File: config.mk
export PLATFORM = sky130hd
export DESIGN_NAME = dvs_two_level_sched
export DESIGN_NICKNAME = d
export VERILOG_FILES = /design/src/rtl/dvs_sched_pkg.sv /design/src/rtl/dvs_level_scan.sv /design/src/rtl/dvs_iter_div.sv /design/src/rtl/dvs_run_seq.sv /design/src/rtl/dvs_two_level_sched.sv
export SDC_FILE = /design/constraint.sdc
export NUM_CORES = 1
export LEC_CHECK = 0
export ABC_AREA = 1
export BUFFER_PORTS_ARGS = -buffer_cell sky130_fd_sc_hd__buf_2
export CAP_MARGIN = 15
export CORE_MARGIN = 8
export CORE_UTILIZATION = 57
export DETAILED_ROUTE_END_ITERATION = 12
export GPL_TIMING_DRIVEN = 0
export PLACE_DENSITY_LB_ADDON = 0.08
export SLEW_MARGIN = 30
export SYNTH_ARGS = -nofsm -noshare
export SYNTH_HDL_FRONTEND = slang
export SYNTH_HIERARCHICAL = 1
export SYNTH_SLANG_ARGS = --single-unit
File: constraint.sdc
create_clock -name clk -period 27.8 [get_ports clk]
set_input_delay 0 -clock clk [delete_from_list [all_inputs] [get_ports clk]]
set_output_delay 0 -clock clk [all_outputs]
set_load 0.1 [all_outputs]
File: src/rtl/dvs_sched_pkg.sv
package dvs_sched_pkg;
   typedef enum logic [1:0] {
      ST_IDLE,
      ST_SCAN,
      ST_DIV,
      ST_RUN
   } sched_state_e;
endpackage

File: src/rtl/dvs_level_scan.sv
module dvs_level_scan #(
   parameter int NLEV = 4,
   parameter int FW   = 8,
   parameter int CW   = 16,
   parameter int TW   = 16
) (
   input  logic                   clk,
   input  logic                   rst_n,
   input  logic                   start,
   input  logic [CW-1:0]          cyc,
   input  logic [TW-1:0]          dl,
   input  logic [NLEV*FW-1:0]     ftab,
   output logic                   done,
   output logic                   found,
   output logic                   exact,
   output logic [$clog2(NLEV)-1:0] idx
);
   localparam int LW = $clog2(NLEV);
   localparam int PW = FW + TW;

   logic [FW-1:0] f_arr [NLEV];
   for (genvar g = 0; g < NLEV; g++) begin : g_unpack
      assign f_arr[g] = ftab[g*FW +: FW];
   end

   logic          act;
   logic [LW-1:0] cur;
   logic [PW-1:0] prod, cyc_ext;

   assign prod    = PW'(f_arr[cur]) * PW'(dl);
   assign cyc_ext = PW'(cyc);

   always_ff @(posedge clk) begin
      if (!rst_n) begin
         act   <= 1'b0;
         cur   <= '0;
         done  <= 1'b0;
         found <= 1'b0;
         exact <= 1'b0;
         idx   <= '0;
      end else begin
         done <= 1'b0;
         if (start) begin
            act <= 1'b1;
            cur <= '0;
         end else if (act) begin
            if (prod >= cyc_ext) begin
               act   <= 1'b0;
               done  <= 1'b1;
               found <= 1'b1;
               exact <= (prod == cyc_ext);
               idx   <= cur;
            end else if (cur == LW'(NLEV-1)) begin
               act   <= 1'b0;
               done  <= 1'b1;
               found <= 1'b0;
               exact <= 1'b0;
               idx   <= cur;
            end else begin
               cur <= cur + 1'b1;
            end
         end
      end
   end

   assert_scan_in_range_R2: assert property (@(posedge clk) disable iff (!rst_n)
      act |-> (int'(cur) < NLEV));
   assert_scan_single_done_R2: assert property (@(posedge clk) disable iff (!rst_n)
      done |=> !done);
endmodule

File: src/rtl/dvs_iter_div.sv
module dvs_iter_div #(
   parameter int NW = 25,
   parameter int DW = 8
) (
   input  logic          clk,
   input  logic          rst_n,
   input  logic          start,
   input  logic [NW-1:0] num,
   input  logic [DW-1:0] den,
   output logic          done,
   output logic [NW-1:0] quo
);
   localparam int KW = $clog2(NW + 1);

   logic [DW-1:0] rem;
   logic [DW:0]   sh;
   logic [KW-1:0] cnt;
   logic          run;

   assign sh = {rem, quo[NW-1]};

   always_ff @(posedge clk) begin
      if (!rst_n) begin
         rem  <= '0;
         quo  <= '0;
         cnt  <= '0;
         run  <= 1'b0;
         done <= 1'b0;
      end else begin
         done <= 1'b0;
         if (start) begin
            rem <= '0;
            quo <= num;
            cnt <= KW'(NW);
            run <= 1'b1;
         end else if (run) begin
            if (sh >= {1'b0, den}) begin
               rem <= DW'(sh - {1'b0, den});
               quo <= {quo[NW-2:0], 1'b1};
            end else begin
               rem <= sh[DW-1:0];
               quo <= {quo[NW-2:0], 1'b0};
            end
            cnt <= cnt - 1'b1;
            if (cnt == KW'(1)) begin
               run  <= 1'b0;
               done <= 1'b1;
            end
         end
      end
   end

   assert_rem_below_divisor_R7: assert property (@(posedge clk) disable iff (!rst_n)
      (run && den != '0) |-> (rem < den));
endmodule

File: src/rtl/dvs_run_seq.sv
module dvs_run_seq #(
   parameter int CW = 16,
   parameter int LW = 2
) (
   input  logic          clk,
   input  logic          rst_n,
   input  logic          load,
   input  logic [CW-1:0] n_hi,
   input  logic [CW-1:0] n_lo,
   input  logic [LW-1:0] lvl_hi,
   input  logic [LW-1:0] lvl_lo,
   input  logic          tick,
   output logic [LW-1:0] lvl_sel,
   output logic          active,
   output logic          done
);
   logic [CW-1:0] cnt_hi, cnt_lo;
   logic          last;

   assign lvl_sel = (active && cnt_hi == '0) ? lvl_lo : lvl_hi;
   assign last    = (cnt_hi == CW'(1) && cnt_lo == '0) ||
                    (cnt_hi == '0 && cnt_lo == CW'(1));

   always_ff @(posedge clk) begin
      if (!rst_n) begin
         cnt_hi <= '0;
         cnt_lo <= '0;
         active <= 1'b0;
         done   <= 1'b0;
      end else begin
         done <= 1'b0;
         if (load) begin
            cnt_hi <= n_hi;
            cnt_lo <= n_lo;
            if (n_hi == '0 && n_lo == '0) done   <= 1'b1;
            else                          active <= 1'b1;
         end else if (active && tick) begin
            if (cnt_hi != '0) cnt_hi <= cnt_hi - 1'b1;
            else              cnt_lo <= cnt_lo - 1'b1;
            if (last) begin
               active <= 1'b0;
               done   <= 1'b1;
            end
         end
      end
   end

   assert_active_has_work_R5: assert property (@(posedge clk) disable iff (!rst_n)
      active |-> (cnt_hi != '0 || cnt_lo != '0));
   assert_hi_phase_ends_once_R8: assert property (@(posedge clk) disable iff (!rst_n)
      (active && !load && cnt_hi == '0) |=> (cnt_hi == '0));
   assert_done_pulse_R9: assert property (@(posedge clk) disable iff (!rst_n)
      done |=> !done);
   assert_done_ends_run_R9: assert property (@(posedge clk) disable iff (!rst_n)
      done |-> !active);
endmodule

File: src/rtl/dvs_two_level_sched.sv
module dvs_two_level_sched #(
   parameter int NLEV = 4,
   parameter int FW   = 8,
   parameter int CW   = 16,
   parameter int TW   = 16,
   localparam int LW  = $clog2(NLEV)
) (
   input  logic               clk,
   input  logic               rst_n,
   input  logic               start,
   input  logic [CW-1:0]      cycles_in,
   input  logic [TW-1:0]      deadline_in,
   input  logic [NLEV*FW-1:0] freq_table,
   input  logic               exec_tick,
   output logic               busy,
   output logic               plan_valid,
   output logic               infeasible,
   output logic [LW-1:0]      lvl_hi,
   output logic [LW-1:0]      lvl_lo,
   output logic [CW-1:0]      n_hi,
   output logic [CW-1:0]      n_lo,
   output logic [LW-1:0]      lvl_sel,
   output logic               run_active,
   output logic               done
);
   import dvs_sched_pkg::*;

   localparam int PW = FW + TW;
   localparam int NW = CW + FW + 1;

   if (NLEV < 2) begin : g_bad_nlev
      $error("NLEV must be at least 2");
   end
   if (CW > PW) begin : g_bad_cw
      $error("CW must not exceed FW+TW");
   end

   logic [FW-1:0] f_arr [NLEV];
   for (genvar g = 0; g < NLEV; g++) begin : g_unpack
      assign f_arr[g] = freq_table[g*FW +: FW];
   end

   sched_state_e  st;
   logic [CW-1:0] c_q;
   logic [TW-1:0] t_q;
   logic          scan_start, div_start, seq_load;
   logic          scan_done, scan_found, scan_exact;
   logic [LW-1:0] scan_idx;
   logic          div_done;
   logic [NW-1:0] div_quo, div_num;
   logic [FW-1:0] f_hi, f_lo, den;
   logic [PW-1:0] lo_time;
   logic [CW-1:0] slack;
   logic          seq_done;

   assign f_hi    = f_arr[lvl_hi];
   assign f_lo    = f_arr[lvl_lo];
   assign den     = f_hi - f_lo;
   assign lo_time = PW'(f_lo) * PW'(t_q);
   assign slack   = CW'(PW'(c_q) - lo_time);
   assign div_num = NW'(slack) * NW'(f_hi) + NW'(den) - NW'(1);

   assign busy       = (st != ST_IDLE);
   assign plan_valid = seq_load;

   dvs_level_scan #(.NLEV(NLEV), .FW(FW), .CW(CW), .TW(TW)) u_scan (
      .clk(clk), .rst_n(rst_n), .start(scan_start), .cyc(c_q), .dl(t_q),
      .ftab(freq_table), .done(scan_done), .found(scan_found),
      .exact(scan_exact), .idx(scan_idx));

   dvs_iter_div #(.NW(NW), .DW(FW)) u_div (
      .clk(clk), .rst_n(rst_n), .start(div_start), .num(div_num), .den(den),
      .done(div_done), .quo(div_quo));

   dvs_run_seq #(.CW(CW), .LW(LW)) u_seq (
      .clk(clk), .rst_n(rst_n), .load(seq_load), .n_hi(n_hi), .n_lo(n_lo),
      .lvl_hi(lvl_hi), .lvl_lo(lvl_lo), .tick(exec_tick), .lvl_sel(lvl_sel),
      .active(run_active), .done(seq_done));

   assign done = seq_done;

   always_ff @(posedge clk) begin
      if (!rst_n) begin
         st         <= ST_IDLE;
         c_q        <= '0;
         t_q        <= '0;
         scan_start <= 1'b0;
         div_start  <= 1'b0;
         seq_load   <= 1'b0;
         infeasible <= 1'b0;
         lvl_hi     <= '0;
         lvl_lo     <= '0;
         n_hi       <= '0;
         n_lo       <= '0;
      end else begin
         scan_start <= 1'b0;
         div_start  <= 1'b0;
         seq_load   <= 1'b0;
         unique case (st)
            ST_IDLE: if (start) begin
               c_q        <= cycles_in;
               t_q        <= deadline_in;
               scan_start <= 1'b1;
               st         <= ST_SCAN;
            end
            ST_SCAN: if (scan_done) begin
               if (!scan_found) begin
                  infeasible <= 1'b1;
                  lvl_hi     <= LW'(NLEV-1);
                  lvl_lo     <= LW'(NLEV-1);
                  n_hi       <= c_q;
                  n_lo       <= '0;
                  seq_load   <= 1'b1;
                  st         <= ST_RUN;
               end else if (scan_exact || scan_idx == '0) begin
                  infeasible <= 1'b0;
                  lvl_hi     <= scan_idx;
                  lvl_lo     <= scan_idx;
                  n_hi       <= c_q;
                  n_lo       <= '0;
                  seq_load   <= 1'b1;
                  st         <= ST_RUN;
               end else begin
                  infeasible <= 1'b0;
                  lvl_hi     <= scan_idx;
                  lvl_lo     <= scan_idx - 1'b1;
                  div_start  <= 1'b1;
                  st         <= ST_DIV;
               end
            end
            ST_DIV: if (div_done) begin
               n_hi     <= div_quo[CW-1:0];
               n_lo     <= c_q - div_quo[CW-1:0];
               seq_load <= 1'b1;
               st       <= ST_RUN;
            end
            ST_RUN: if (seq_done) st <= ST_IDLE;
            default: st <= ST_IDLE;
         endcase
      end
   end

   assert_split_within_count_R5: assert property (@(posedge clk) disable iff (!rst_n)
      (st == ST_DIV && div_done) |-> (div_quo <= NW'(c_q)));
   assert_request_held_R10: assert property (@(posedge clk) disable iff (!rst_n)
      (busy && !seq_done) |=> $stable(c_q) && $stable(t_q));
   assert_infeasible_top_R4: assert property (@(posedge clk) disable iff (!rst_n)
      (plan_valid && infeasible) |-> (lvl_hi == LW'(NLEV-1) && n_lo == '0));
   assert_plan_once_R11: assert property (@(posedge clk) disable iff (!rst_n)
      plan_valid |=> !plan_valid);
endmodule

# Yosys cells after proc, flatten, opt, wreduce, memory -nomap -nowiden
# Cells that the tools add are included.
[word_totals] word_cells=179 register_bits=156 input_bits=68 output_inout_bits=43
[op_classes] n_lt_le_gt_ge=5 n_addsub=11 n_mux=73 eq_ne=15 n_mul=3 n_reduce_logical=36 n_bitwise=9
[ops] op="two-way mux 16 bit" count=14
[ops] op="logical NOT 16 bit" count=4
[ops] op="case mux 16 bit (2 select lines)" count=2
[ops] op="two-way mux 8 bit" count=7
[ops] op="two-way mux 25 bit" count=2
[ops] op="binary-select mux 8 bit (select 2 bit)" count=3
[ops] op="== test 16 x 1 -> 1 bit, second input constant" count=2
[ops] op="subtractor 16 x 1 -> 16 bit, second input constant" count=2
[ops] op="subtractor 16 bit" count=2
[ops] op="two-way mux 1 bit" count=31
[ops] op="adder 24 x 8 -> 25 bit" count=1
[ops] op="subtractor 25 x 1 -> 25 bit, second input constant" count=1
[ops] op="== test 24 x 16 -> 1 bit" count=1
[ops] op=">= comparator 24 x 16 -> 1 bit" count=1
[ops] op="multiplier 16 x 8 -> 24 bit" count=1
[ops] op="multiplier 8 x 16 -> 24 bit" count=1
[ops] op="two-way mux 2 bit" count=10
[ops] op="multiplier 8 x 16 -> 16 bit" count=1
[ops] op="nonzero test 16 bit" count=1
[ops] op="subtractor 8 bit" count=2
[ops] op="nonzero test 2 bit" count=7
[ops] op="AND reduction 4 bit" count=3
[ops] op="two-way mux 5 bit" count=2
[ops] op="AND reduction 2 bit" count=5
[ops] op="21 further kinds" count=46

# Depth between registers and ports, before layout
# Gate-level depths: netlist (run 1).
[depth] depth_word=10 ltp_mapped=52 mapped_depth_nobuf=49

# Modules after synthesis
# The synthesis (run 1) kept the hierarchy.
[by_module_without_submodules] module="dvs_two_level_sched" n_inst=1 seq_area_each_um2=1481.4 cells_per_inst=1709 area_each_um2=12560.8
[by_module_without_submodules] module="dvs_level_scan" n_inst=1 seq_area_each_um2=160.2 cells_per_inst=830 area_each_um2=5415.2
[by_module_without_submodules] module="dvs_run_seq" n_inst=1 seq_area_each_um2=680.7 cells_per_inst=430 area_each_um2=2513.7
[by_module_without_submodules] module="dvs_iter_div" n_inst=1 seq_area_each_um2=800.8 cells_per_inst=362 area_each_um2=2322.2

# Least setup slack after synthesis (run 1)
# No wires, ideal clock.
[synth_path] path_type="register to register" start="reg lvl_lo[0]" end="reg u_div.quo[24]" setup_ns=0.115 path_stages_with_launch=50 setup_slack_ns=18.127 synth_period_minus_slack_ns=9.673 arrival_time_ns=9.557 path_cell_list="dfxtp_1 -> buf_6 -> inv_8 -> nand2_1 -> nand3_1 -> and2_1 -> buf_6 -> inv_1 -> clkbuf_1 -> nor2_1 -> fa_1 -> inv_1 -> fa_1 -> fa_1 -> inv_1 -> fa_1 -> inv_1 -> ha_1 -> [... 14 more ...] -> fa_1 -> fa_1 -> ha_1 -> ha_1 -> nand2_1 -> nor2_1 -> nor3b_1 -> nand4_1 -> nand3_1 -> nand3_1 -> nand2_1 -> nand4_1 -> nand3b_1 -> nand2_1 -> nand2_1 -> o21ai_0 -> o21ai_0 -> inv_1"
[synth_via] elab_chain_cells=10 elab_cells_between_ends=11
[synth_rtl] element="start, declared" line="dvs_two_level_sched.sv:19" text="output logic [LW-1:0] lvl_lo,"
[synth_rtl] element="start signal, assigned" line="dvs_two_level_sched.sv:110" text="lvl_lo <= LW'(NLEV-1);"
[synth_rtl] element="start signal, assigned" line="dvs_two_level_sched.sv:118" text="lvl_lo <= scan_idx;"
[synth_rtl] element="start signal, assigned" line="dvs_two_level_sched.sv:126" text="lvl_lo <= scan_idx - 1'b1;"
[synth_rtl] element="inverter 2 -> 3 bit (implied by the code) *" line="dvs_two_level_sched.sv:57" text="assign f_lo = f_arr[lvl_lo];"
[synth_rtl] element="binary-select mux 8 bit (select 2 bit) *" line="dvs_two_level_sched.sv:57"
[synth_rtl] element="two-way mux 8 bit (implied by the code) * (2 in a row)" line="dvs_two_level_sched.sv:57"
[synth_rtl] element="multiplier 8 x 16 -> 16 bit" line="dvs_two_level_sched.sv:59" text="assign lo_time = PW'(f_lo) * PW'(t_q);"
[synth_rtl] element="subtractor 16 bit" line="dvs_two_level_sched.sv:60" text="assign slack = CW'(PW'(c_q) - lo_time);"
[synth_rtl] element="multiplier 16 x 8 -> 24 bit" line="dvs_two_level_sched.sv:61" text="assign div_num = NW'(slack) * NW'(f_hi) + NW'(den) - NW'(1);"
[synth_rtl] element="adder 24 x 8 -> 25 bit *" line="dvs_two_level_sched.sv:61"
[synth_rtl] element="subtractor 25 x 1 -> 25 bit *" line="dvs_two_level_sched.sv:61"
[synth_rtl] element="net div_num[24]" line="dvs_two_level_sched.sv:50" text="logic [NW-1:0] div_quo, div_num;"
[synth_rtl] element="two-way mux 25 bit *" line="dvs_iter_div.sv:31" text="if (start) begin"
[synth_rtl] element="end signal, assigned" line="dvs_iter_div.sv:33" text="quo <= num;"
[synth_rtl] element="end signal, assigned" line="dvs_iter_div.sv:39" text="quo <= {quo[NW-2:0], 1'b1};"
[synth_rtl] element="end signal, assigned" line="dvs_iter_div.sv:42" text="quo <= {quo[NW-2:0], 1'b0};"
[synth_rtl] element="end, declared" line="dvs_iter_div.sv:11" text="output logic [NW-1:0] quo"
# Mark *: on every way through the listed nets, which the timed path passes. The rest lies on a longest branch. The select of a mux whose other input is x is not followed.
# A chain may end at the register's enable or synchronous reset.

# Worst setup path in the final report (run 1)
# Ends and elaborated chain as after synthesis.

==> results of run 1 <==
==> logic make-up (layout without fill, tap and decap cells) <==
| kind of cell | count (synthesis) | in the layout |
|---|---|---|
| flops | 156 | 156 |
| xor+xnor | 65 | 65 |
| fa+ha+maj | 465 | 465 |
| compound gates | 383 | 383 |
| simple gates | 1500 | 1500 |
| buf+inv | 762 | 933 |
| other cells | 0 | 1 |
==> path summary, 6_finish.rpt <==
kind                    to         start  cells after the start
max          u_div/quo[24]     lvl_lo[0]                     48
min                 c_q[0]  cycles_in[0]                      3
max reg2reg  u_div/quo[24]     lvl_lo[0]                     48
min reg2reg   u_div/cnt[4]  u_div/cnt[4]                      2
==> critical path: cells and delay by family (launching register included) <==
kind	cells	cell delay, ps
compound gates	4	640
flops	1	450
xor+xnor	1	540
fa+ha+maj	11	4900
simple gates	21	2600
buf+inv	11	1320
==> cells in the mapped netlist (23+ instances only) <==
library cell / number / area [sq um]
inv_1: 672 / 2522
ha_1: 209 / 2615
or2_2: 23 / 143.9
xor2_1: 41 / 359.1
o21ai_0: 131 / 655.6
nand3_1: 172 / 860.8
nor2_1: 397 / 1490
nor3_1: 25 / 125.1
dfxtp_1: 156 / 3123
a31oi_1: 24 / 150.1
a21oi_1: 185 / 925.9
nand4_1: 25 / 156.4
fa_1: 256 / 5125
clkbuf_1: 54 / 202.7
nand2_1: 776 / 2913
==> per-layer routing <==
| metal | routed length, um | vias up | global-route usage [%] |
|---|---|---|---|
| met5 | 0 | - | 0 |
| met4 | 3010 | 0 | 13.86 |
| met3 | 5172 | 185 | 5.028 |
| met2 | 34150 | 853 | 53.23 |
| met1 | 28300 | 10480 | 37.46 |
| li1 | - | 10550 | - |
==> layout make-up <==
cell class / instances / area [sq um] / area share [%]
diodes: 1 / 2.502 / 0.01005
plain buffers: 76 / 350.3 / 1.407
clock buffers: 19 / 432.9 / 1.739
clock inverters: 10 / 121.4 / 0.4875
inverters: 686 / 2587 / 10.39
multi-input cells: 2413 / 16750 / 67.28
flip-flops and latches: 156 / 3123 / 12.54
well taps: 525 / 656.9 / 2.638
repair buffers: 142 / 870.8 / 3.498
==> state kept, by name, summed over array words and instances, names as in the netlist, 2 cells and up <==
signal,cells
t_q,16
u_div/quo,25
u_scan/idx,2
c_q,16
u_div/cnt,5
u_seq/cnt_lo,16
u_scan/cur,2
lvl_hi,2
st,2
lvl_lo,2
u_seq/cnt_hi,16
n_hi,16
u_div/rem,8
n_lo,16
==> stage by stage <==
step	cells	util, %
after floorplan	3331	-
after global placement	3966	60.59
after detailed placement	3966	60.59
after CTS	4027	62.80
after global routing	4027	62.80
final	4028	62.81
==> repair_timing <==
item | CTS | global route
endpoints found under the hold margin | 35 | 0
gates resized for setup | 0 | 0
hold buffers | 32 | 0
==> placed cells by master, fill, tap and decap left out, types with 5 or more instances in the layout <==
| cell type | instances |
|---|---|
| a21o_1 | 5 |
| a21oi_1 | 185 |
| a31oi_1 | 24 |
| buf_2 | 120 |
| buf_6 | 6 |
| clkbuf_1 | 56 |
| clkbuf_16 | 17 |
| clkinv_1 | 7 |
| dfxtp_1 | 156 |
| dlygate4sd3_1 | 32 |
| fa_1 | 256 |
| ha_1 | 209 |
| inv_1 | 672 |
| nand2_1 | 776 |
| nand2_2 | 19 |
| nand3_1 | 172 |
| nand3_2 | 15 |
| nand3b_1 | 13 |
| nand4_1 | 25 |
| nor2_1 | 397 |
| nor2_2 | 16 |
| nor3_1 | 25 |
| o211ai_1 | 5 |
| o21ai_0 | 131 |
| o21ai_1 | 7 |
| o21bai_1 | 6 |
| or2_2 | 23 |
| xnor2_1 | 21 |
| xor2_1 | 41 |
==> results.toml, run 1 <==
[run_status]
status = "finished clean"

[flow_run]
cap_violations = 0

[setup_path]
end_kind = "flip-flop"
cp_slowest_cell = "fa_1"
path_class = "reg2reg"
cp.arrival_ps = 10900
rrSetupSlack_ps = 17250
cp-start-kind = "flip-flop"
path_max_fanout = 10
cpMostUsedCell = "nand2_1"
max_stage_delay_ps = 590
cp.required_ps = 28150

[routing]
route.vias.total = 22060
vias_per_cell = 5.477
drc = 0
routedWlPerCell_um = 17.53
drt_first_pass_iters = 8
wl_um = 70630
ant_nets = 0
drtIter0Drc = 1928

[sta]
hold_viol = 0
max-slew-margin-rel_pct = 55.18
setup_viol = 0
max_freq_mhz = 94.79
finalCriticalPeriod_ps = 10550
rsz0062_at_grt = "no"
skew_ps = 9.381
timing.hold.ws_ps = 43.68
period_share_pct = 37.95
final_max_slew_viol_count = 0
max_slew.worst_pin.slew_ps = 672.2
fin_tns_setup_ps = 0
setup_ws_ps = 17250

[global_route]
grt_max_degree = 24
grt_overflow = 0
grt_use_total_pct = 30.83
antenna_found_initial = 0
grt_pass1_wl_um = 115000
grt_pass1_vias = 22430

[worst_hold_path]
worstHoldPathType = "in2reg"

[final_layout]
drive_above_1_share_pct = 7.253
syn_to_final_growth_pct = 9.138
fin_nets = 4025
design_area_sq_mm = 0.02490
fill_cells = 3757

[clock_network]
cts_root_buffer = "clkbuf_16"
cts_max_level = 4
clockBufferDepth = 2
cts-buffers-inserted = 17
clk_latency_ps = 460
postCtsSetupRepairBufs = 0
cts_tree = "built"
cts.sinks = 156
path_clk_slew_ps = 60

[synthesis]
synth_edf_count = 0
syn_inst = 3331
yosysWarningCount = 6
synth_top_family_by_area = "adder cells"
synthAdderAreaFrac_pct = 33.93
synthesis.area_sq_mm = 0.02281
ys_ff_latch = 156
synth_mux_area_share_pct = 0
ys_seq_area_share_pct = 13.69
synth_simple_gate_area_share_pct = 27.85
async_flop_share_pct = 0
synth_compound_area_share_pct = 9.012
synth_nets = 3864
synth.avg_cell_area_sq_um = 6.848
synthFlopType = "dfxtp_1"
synth-xor-area-share_pct = 2.644
ys_types = 59

[floorplanning]
initial_core_util_pct = 57.55
rows = 73
dieArea_sq_mm = 0.04668
die-width_um = 216.1
die_h_um = 216.1
ioPinCount = 111
core_sq_mm = 0.03964

[place]
gp_congestion = 1.037
numPortBuffers = 110
placed_cell_area_sq_mm = 0.02402
pre_cts_ws_ps = 17360
dp_hpwl_um = 58490
Power of run 1 is left out: the tool's default activity adds up to more than one toggle a clock period on the data nets, which glitch-free logic cannot reach.
==> run 2: changes to the inputs <==
==> constraint.sdc (replaced) <==
create_clock -name clk -period 10.33 [get_ports clk]
set_input_delay 0 -clock clk [delete_from_list [all_inputs] [get_ports clk]]
set_output_delay 0 -clock clk [all_outputs]
set_load 0.1 [all_outputs]
==> run 2 against run 1 <==
Net effect: global-route usage hardly changed; design area grew 0.50%; clock skew barely moved; worst setup slack worse by 17000 ps; non-clock buffer count is the same; fmax increased by 8.4%; die area is the same; first-iteration DRC count rose by 2.0%.
==> results.toml, run 2 (same netlist as run 1, synthesis figures left out) <==
[run_status]
status = "finished clean"

[place]
gp_congestion = 1.037
numPortBuffers = 110
placed_cell_area_sq_mm = 0.02402
dp_hpwl_um = 58490

[global_route]
antenna_found_initial = 0
met3_usage_pct = 5.000
grt_util_met2_pct = 53.30
grt_max_degree = 24
grt.busiest_layer = "met2"
grt_util_met1_pct = 37.54
grt_pass1_vias = 22460
grt_pass1_wl_um = 115200
grt_use_total_pct = 30.87
grt_overflow = 0

[setup_path]
path_class = "reg2reg"
path_max_fanout = 10
cp-start-kind = "flip-flop"
cpMostUsedCell = "fa_1"
end_kind = "flip-flop"
cp.arrival_ps = 10090
cp.required_ps = 10680
crit_buf_inv = 11
max_stage_delay_ps = 580
cp_top_family = "adder cells"
cp_slowest_cell = "fa_1"

[floorplanning]
rows = 73
die_h_um = 216.1
initial_core_util_pct = 57.55
ioPinCount = 111
die-width_um = 216.1
core_sq_mm = 0.03964
dieArea_sq_mm = 0.04668

[final_layout]
design_area_sq_mm = 0.02502
final_common_cell = "nand2_1"
syn_to_final_growth_pct = 9.681
top_register = "u_div/quo"
fin_nets = 4025
drive_above_1_share_pct = 7.938
layout_common_cells = "774 x nand2_1, 670 x inv_1, 397 x nor2_1"
largest_reg_flops = 25

[routing]
vias_per_cell = 5.454
route.vias.total = 21970
drc = 0
wl_um = 70750
drtIter0Drc = 1967
routedWlPerCell_um = 17.56
ant_nets = 0
drt_first_pass_iters = 6

[sta]
setup_viol = 0
max_freq_mhz = 102.8
rsz0062_at_grt = "no"
fin_tns_setup_ps = 0
period_share_pct = 94.21
final_max_slew_viol_count = 0
max-slew-margin-rel_pct = 54.62
max_slew.worst_pin.slew_ps = 678.3
hold_viol = 0
finalCriticalPeriod_ps = 9731
skew_ps = 9.228

[worst_hold_path]
worstHoldPathType = "in2reg"

[clock_network]
cts-buffers-inserted = 17
cts_max_level = 4
clockBufferDepth = 2
path_clk_slew_ps = 60
cts.sinks = 156
clk_latency_ps = 470
cts_tree = "built"
cts_root_buffer = "clkbuf_16"

[flow_run]
cap_violations = 0
==> run 2: worst reg2reg max path, delay by kind of cell (launching register included) <==
| family | cells | cell delay, ps |
|---|---|---|
| buf+inv | 11 | 1260 |
| fa+ha+maj | 11 | 4910 |
| compound gates | 3 | 310 |
| xor+xnor | 1 | 220 |
| simple gates | 20 | 2560 |
| flops | 1 | 370 |
==> run 2: path summary, 6_finish.rpt <==
path                                    from             to  slack (ps)  cells past startpoint
worst min-delay path            cycles_in[0]         c_q[0]          40                      3
worst min register to register  u_div/rem[6]   u_div/rem[6]         490                      2
worst max-delay path               lvl_lo[1]  u_div/quo[24]         600                     46
worst max register to register     lvl_lo[1]  u_div/quo[24]         600                     46
==> run 2: per-layer routing <==
layer,part of all wire (%),vias to the layer above
met3,6.9,178
met4,4.3,0
met5,0,-
met1,40,10410
li1,-,10560
met2,48,819
==> run 2: stage by stage <==
step           std cells  setup WS (ps)  util, %  hold WS, ps
2_1_floorplan       3331          657.2        -        120.4
3_3_place_gp        3966          17.21    60.59        256.6
3_5_place_dp        3966         -114.5    60.59        258.2
4_1_cts             4024          76.09    62.79        29.61
5_1_grt             4027          29.82    63.11        28.63
6_report            4028          598.6    63.12        44.18
==> run 2: timing repair <==
action	CTS	global route
pin swaps	0	1
gates resized for setup	1	26
setup endpoints to repair	4	12
setup buffers	0	3
hold endpoints to repair	35	0
hold buffers	32	0
==> run 2: final cells by class <==
class | instances | area [sq um]
fillers | 3748 | 14620
repair buffers | 145 | 893.4
clock buffers | 19 | 432.9
inverters | 686 | 2591
diodes | 1 | 2.502
well taps | 525 | 656.9
plain buffers | 73 | 340.3
multi-input cells | 2413 | 16860
flip-flops and latches | 156 | 3126
clock inverters | 10 | 121.4
Power of run 2 is left out for the same reason.
